--- src/rtl/score_pkg.sv ---
package score_pkg;
    localparam int DIGIT_W = 4;
    localparam int SEG_W   = 7;

    typedef logic [DIGIT_W-1:0] bcd_t;
    typedef logic [SEG_W-1:0]   seg_t;

    typedef enum logic {
        ST_COUNT = 1'b0,
        ST_MAX   = 1'b1
    } sb_state_e;
endpackage

--- src/rtl/sb_bcd_counter.sv ---
module sb_bcd_counter
    import score_pkg::*;
#(
    parameter int RADIX = 10
) (
    input  logic clk,
    input  logic clr,
    input  logic inc,
    output bcd_t digit,
    output logic carry
);
    localparam bcd_t LAST = bcd_t'(RADIX - 1);

    bcd_t digit_q;

    always_ff @(posedge clk) begin
        if (clr) begin
            digit_q <= '0;
        end else if (inc) begin
            digit_q <= (digit_q == LAST) ? '0 : digit_q + bcd_t'(1);
        end
    end

    assign digit = digit_q;
    assign carry = inc && (digit_q == LAST);

    // no advance means the digit holds
    a_r2_hold: assert property (@(posedge clk) disable iff (clr)
        !inc |=> $stable(digit_q));

    // an advance below the last value steps by one
    a_r2_step: assert property (@(posedge clk) disable iff (clr)
        (inc && digit_q != LAST) |=> (digit_q == $past(digit_q) + bcd_t'(1)));

    // a carry leaves the digit at zero
    a_r3_wrap: assert property (@(posedge clk) disable iff (clr)
        carry |=> (digit_q == '0));

    // the digit stays a legal decimal value
    a_r8_range: assert property (@(posedge clk) disable iff (clr)
        digit_q <= LAST);
endmodule

--- src/rtl/sb_seg_encode.sv ---
module sb_seg_encode
    import score_pkg::*;
(
    input  bcd_t digit,
    input  logic blank,
    output seg_t seg
);
    seg_t pattern;

    always_comb begin
        unique case (digit)
            4'd0:    pattern = 7'h3F;
            4'd1:    pattern = 7'h06;
            4'd2:    pattern = 7'h5B;
            4'd3:    pattern = 7'h4F;
            4'd4:    pattern = 7'h66;
            4'd5:    pattern = 7'h6D;
            4'd6:    pattern = 7'h7D;
            4'd7:    pattern = 7'h07;
            4'd8:    pattern = 7'h7F;
            4'd9:    pattern = 7'h6F;
            default: pattern = '0;
        endcase
    end

    assign seg = blank ? '0 : pattern;

    // a blanked position is dark
    always_comb begin
        a_r7_dark: assert (!blank || seg == '0);
    end
endmodule

--- src/rtl/score_board.sv ---
module score_board
    import score_pkg::*;
#(
    parameter bit SHOW_THOUSAND = 1'b1,
    parameter int NUM_CNT       = 2
) (
    input  logic       clk,
    input  logic       clr,
    input  logic       hit,
    output logic [6:0] seg_units,
    output logic [6:0] seg_tens,
    output logic [6:0] seg_hund,
    output logic [6:0] seg_thou,
    output logic       blank_units,
    output logic       blank_tens,
    output logic       blank_hund,
    output logic       blank_thou
);
    localparam int TOP = NUM_CNT - 1;

    sb_state_e state_q, state_d;

    bcd_t digit [NUM_CNT];
    logic inc   [NUM_CNT];
    logic carry [NUM_CNT];
    logic blk   [NUM_CNT];
    seg_t seg   [NUM_CNT];
    logic thou_on;

    // state register
    always_ff @(posedge clk) begin
        if (clr) state_q <= ST_COUNT;
        else     state_q <= state_d;
    end

    // next state
    always_comb begin
        state_d = state_q;
        unique case (state_q)
            ST_COUNT: if (SHOW_THOUSAND && carry[TOP]) state_d = ST_MAX;
            ST_MAX:   if (hit)                         state_d = ST_COUNT;
            default:                                   state_d = ST_COUNT;
        endcase
    end

    // outputs of the controller
    always_comb begin
        unique case (state_q)
            ST_MAX:  begin thou_on = 1'b1; inc[0] = 1'b0;  end
            default: begin thou_on = 1'b0; inc[0] = hit;   end
        endcase
    end

    // cascaded counters, with the blanking chain running from the top down
    for (genvar i = 0; i < NUM_CNT; i++) begin : g_stage
        if (i > 0) begin : g_inc
            assign inc[i] = carry[i-1];
        end
        if (i == TOP) begin : g_top_blk
            assign blk[i] = !thou_on && (digit[i] == '0);
        end else begin : g_mid_blk
            assign blk[i] = blk[i+1] && (digit[i] == '0);
        end

        sb_bcd_counter #(.RADIX(10)) u_cnt (
            .clk   (clk),
            .clr   (clr),
            .inc   (inc[i]),
            .digit (digit[i]),
            .carry (carry[i])
        );

        sb_seg_encode u_enc (
            .digit (digit[i]),
            .blank (blk[i]),
            .seg   (seg[i])
        );
    end

    sb_seg_encode u_enc_units (
        .digit (4'd0),
        .blank (1'b0),
        .seg   (seg_units)
    );

    sb_seg_encode u_enc_thou (
        .digit (4'd1),
        .blank (!thou_on),
        .seg   (seg_thou)
    );

    assign seg_tens    = seg[0];
    assign seg_hund    = seg[TOP];
    assign blank_units = 1'b0;
    assign blank_tens  = blk[0];
    assign blank_hund  = blk[TOP];
    assign blank_thou  = !thou_on;

    // a clear wins over a hit and zeroes the score
    a_r11_clear_wins: assert property (@(posedge clk)
        clr |=> (digit[0] == '0 && digit[TOP] == '0 && state_q == ST_COUNT));

    // a tens carry moves the hundreds digit
    a_r3_cascade: assert property (@(posedge clk) disable iff (clr)
        carry[0] |=> !$stable(digit[TOP]));

    // tens is dark only under a dark hundreds
    a_r6_chain: assert property (@(posedge clk) disable iff (clr)
        blank_tens |-> blank_hund);

    // the 1000 state lasts until the next hit
    a_r9_single: assert property (@(posedge clk) disable iff (clr)
        (state_q == ST_MAX && hit) |=> (state_q == ST_COUNT && digit[0] == '0));

    // without the thousands option the 1000 state is never reached
    a_r10_no_max: assert property (@(posedge clk) disable iff (clr)
        !SHOW_THOUSAND |-> (state_q == ST_COUNT));
endmodule

--- config.mk ---
export PLATFORM = sky130hd
export DESIGN_NAME = score_board
export DESIGN_NICKNAME = d
export VERILOG_FILES = /design/src/rtl/score_pkg.sv /design/src/rtl/sb_bcd_counter.sv /design/src/rtl/sb_seg_encode.sv /design/src/rtl/score_board.sv
export SDC_FILE = /design/constraint.sdc
export NUM_CORES = 1
export LEC_CHECK = 0
export BUFFER_PORTS_ARGS = -buffer_cell sky130_fd_sc_hd__buf_2
export CORE_ASPECT_RATIO = 0.9
export CORE_MARGIN = 5
export CORE_UTILIZATION = 53
export CTS_CLUSTER_SIZE = 10
export DETAILED_ROUTE_END_ITERATION = 8
export PLACE_DENSITY = 0.88
export SLEW_MARGIN = 10
export SYNTH_ARGS = -nofsm -noshare
export SYNTH_HDL_FRONTEND = slang
export SYNTH_SLANG_ARGS = --single-unit
--- constraint.sdc ---
create_clock -name clk -period 2.7 [get_ports clk]
set_input_delay 0.675 -clock clk [delete_from_list [all_inputs] [get_ports clk]]
set_output_delay 0.675 -clock clk [all_outputs]
set_load 0.005 [all_outputs]
==> results.ini <==
[clock_tree]
cts_buffer_depth=2
cts_resized=0
cts_sinks=23
cts_tree=done
clock_latency_ns=0.32
ctsHoldBuffers=0
cts-root-buf=clkbuf_4
clk_pin_slew_ns=0.13
cts_buffers=3
post_cts_buffers=0
h-tree-depth=1

[worst_setup_path]
reg2reg_setup_slack_ns=0.53
critPathCaptureType=output pin
max_stage_delay_ns=0.34
crit_type=flip-flop to output pin
worst-path-buf-inv=2
worst-path-max-fanout=8
crit_chain=inv_1 > ha_1 > nor4b_2 > nand3_1 > and2_1 > buf_2
cp-start-kind=flip-flop
critPathArrivalTime_ns=1.79
cpLargestDelayFamily=simple AND/OR/NAND/NOR gates
required_ns=2.03
cp_slowest_cell=dfxtp_1

[placed_design]
hpwlAfterDp_um=2250
routabilityCongestion=0.870
port_buffers=21
post-place-ws_ns=0.295

[sta]
final.setup.tns_ns=0
worst_pin_slew_ns=0.813
drv_slew=0
post-route-period-util_pct=91.3
finalSetupViolations=0
rsz0062_at_grt=no
relSlewSlack_pct=45.4
hold_viol=0
post-route-min-period_ns=2.46
setup_slack_ns=0.236
fmax_mhz=406
clock_skew_ns=0.00958

[die]
io_pins=35
rows=18
die_x_um=66.9
initial_utilization_pct=55.7
die_area_mm2=0.00409
core_area_mm2=0.00277
die_h_um=61.2

[synthesis]
yosys-top-cells-area=dfxtp_1, ha_1, buf_4
async_flop_share_pct=0
synth.distinct_cells=45
synth-edff-count=0
synth_common_cells=dfxtp_1, ha_1, buf_4, inv_1, nor2b_1
synthCells=171
synthFlopType=dfxtp_1
synth_most_common_cell=dfxtp_1
syn_area_mm2=0.00154
yosysWarnings=0
synth_seq_area_share_pct=29.8
avgSynthCellArea_um2=9.02
yosysTopAreaCell=dfxtp_1
ys_ff_latch=23
netlist.area_leader.share_pct=29.8

[detailed_routing]
ant_nets=0
viasPerCell=5.07
wl_um=2860
dr.first_iter.drc_count=57
vias=1176
drt_pass1_iterations=4
wl_per_cell_um=12.3
drc=0

[global_route]
antenna_found_initial=0
grt_max_degree=14
grt_pass1_wl_um=4700
grtUsageMet1_pct=19.7
grt_util_met3_pct=2.55
grt_pass1_vias=1045
grt_util_met2_pct=23.9
top_usage_layer=met2
overflow=0
grt_usage_pct=15.0

[layout]
nFillCells=247
diodes=0
drive_above_1_share_pct=21.4
areaGrowthSynthToFinish_pct=7.62
fin_nets=214

[min_path]
worstHoldPathType=flip-flop to flip-flop

[power]
leakagePower_nw=0.772
power_frac_clock_pct=25.7
p_seq_share_pct=55.8
peakVddDrop_mv=0.172
p_per_area_mw_per_mm2=388
p_int_mw=0.463
p_switching_mw=0.182
comb_power_share_pct=18.5
switching_share_pct=28.2

[status]
status=completed

[run]
cap_violations=0

==> flip-flops by register name (all words and copies together), names as in the netlist <==
name,cells
g_stage.u_cnt.digit,8
state_q,1
g_stage.u_enc.pattern,14
==> path summary, 6_finish.rpt <==
kind / start / to / depth (start not counted)
setup / recovery: g_stage[1].u_cnt.digit[1]$_SDFFE_PP0N_ / seg_tens[1] / 6
hold reg to reg: g_stage[1].u_cnt.digit[2]$_SDFFE_PP0N_ / g_stage[1].u_cnt.digit[2]$_SDFFE_PP0N_ / 2
setup reg to reg: g_stage[1].u_cnt.digit[1]$_SDFFE_PP0N_ / g_stage[1].u_enc.pattern[0]$_DFF_P_ / 9
hold / removal: g_stage[1].u_cnt.digit[2]$_SDFFE_PP0N_ / g_stage[1].u_cnt.digit[2]$_SDFFE_PP0N_ / 2
==> per-layer routing <==
layer | part of all wire (%) | wire length [um]
met3 | 7.3 | 208
met2 | 42 | 1200
met4 | 1.8 | 51
met1 | 49 | 1400
met5 | 0 | 0
==> power by group through the flow <==
stage / combinational (mW) / clock (mW) / sequential (mW)
after floorplan: 0.0889 / 0 / 0.365
after global placement: 0.115 / 0 / 0.367
after detailed placement: 0.118 / 0 / 0.368
after CTS: 0.119 / 0.166 / 0.360
after global routing: 0.134 / 0.182 / 0.362
final: 0.119 / 0.166 / 0.360
==> stage by stage <==
step / hold slack, ns / power (mW) / util (%) / std cells / instance area [um^2]
after floorplan: 0.581 / 0.454 / - / 182 / 1580
after global placement: 0.638 / 0.481 / 58.9 / 228 / 1630
after detailed placement: 0.641 / 0.486 / 58.9 / 228 / 1630
after CTS: 0.672 / 0.645 / 59.9 / 232 / 1660
after global routing: 0.696 / 0.678 / 59.9 / 232 / 1660
final: 0.679 / 0.645 / 59.9 / 232 / 1660
==> cell families (layout without fill, tap and decap cells) <==
logic type | Yosys count | in the layout | synth area share [%]
flops | 23 | 23 | 29.8
compound gates | 31 | 31 | 13.7
xor+xnor | 2 | 2 | 1.14
fa+ha+maj | 18 | 18 | 14.6
other cells | 2 | 13 | 0.487
simple gates | 53 | 53 | 22.8
buf+inv | 35 | 45 | 12.7
mux | 7 | 7 | 4.70
==> area by class of cell <==
cell class,instances,area [um^2],share of cell area [%]
multi-input cells,124,927,55.8
flip-flops and latches,23,460,27.7
repair buffers,25,135,8.14
inverters,16,60.1,3.62
well taps,40,50.0,3.01
clock buffers,3,22.5,1.36
clock inverters,1,5.00,0.301
==> cells in the final DEF (no fill, tap or decap), types with 2 or more instances in the layout <==
| cell type | instances |
|---|---|
| buf_2 | 21 |
| a31oi_1 | 2 |
| nand3_1 | 6 |
| ha_1 | 18 |
| a21oi_1 | 9 |
| inv_1 | 15 |
| mux2i_1 | 5 |
| dfxtp_1 | 23 |
| and4bb_2 | 2 |
| nor2_1 | 6 |
| and2_1 | 8 |
| nor2b_1 | 10 |
| o22ai_1 | 3 |
| clkbuf_4 | 3 |
| conb_1 | 13 |
| nand3b_1 | 2 |
| nor3_1 | 6 |
| o21ai_1 | 5 |
| mux2_2 | 2 |
| nand2_1 | 3 |
| o21a_1 | 3 |
| buf_4 | 4 |
==> tightest hold or removal path, delay by kind of cell (launching register included) <==
kind,cells,cell delay [ns]
AOI/OAI and AO/OA,2,0.25
DFF,1,0.39
Power figures use the tool's default switching activity.
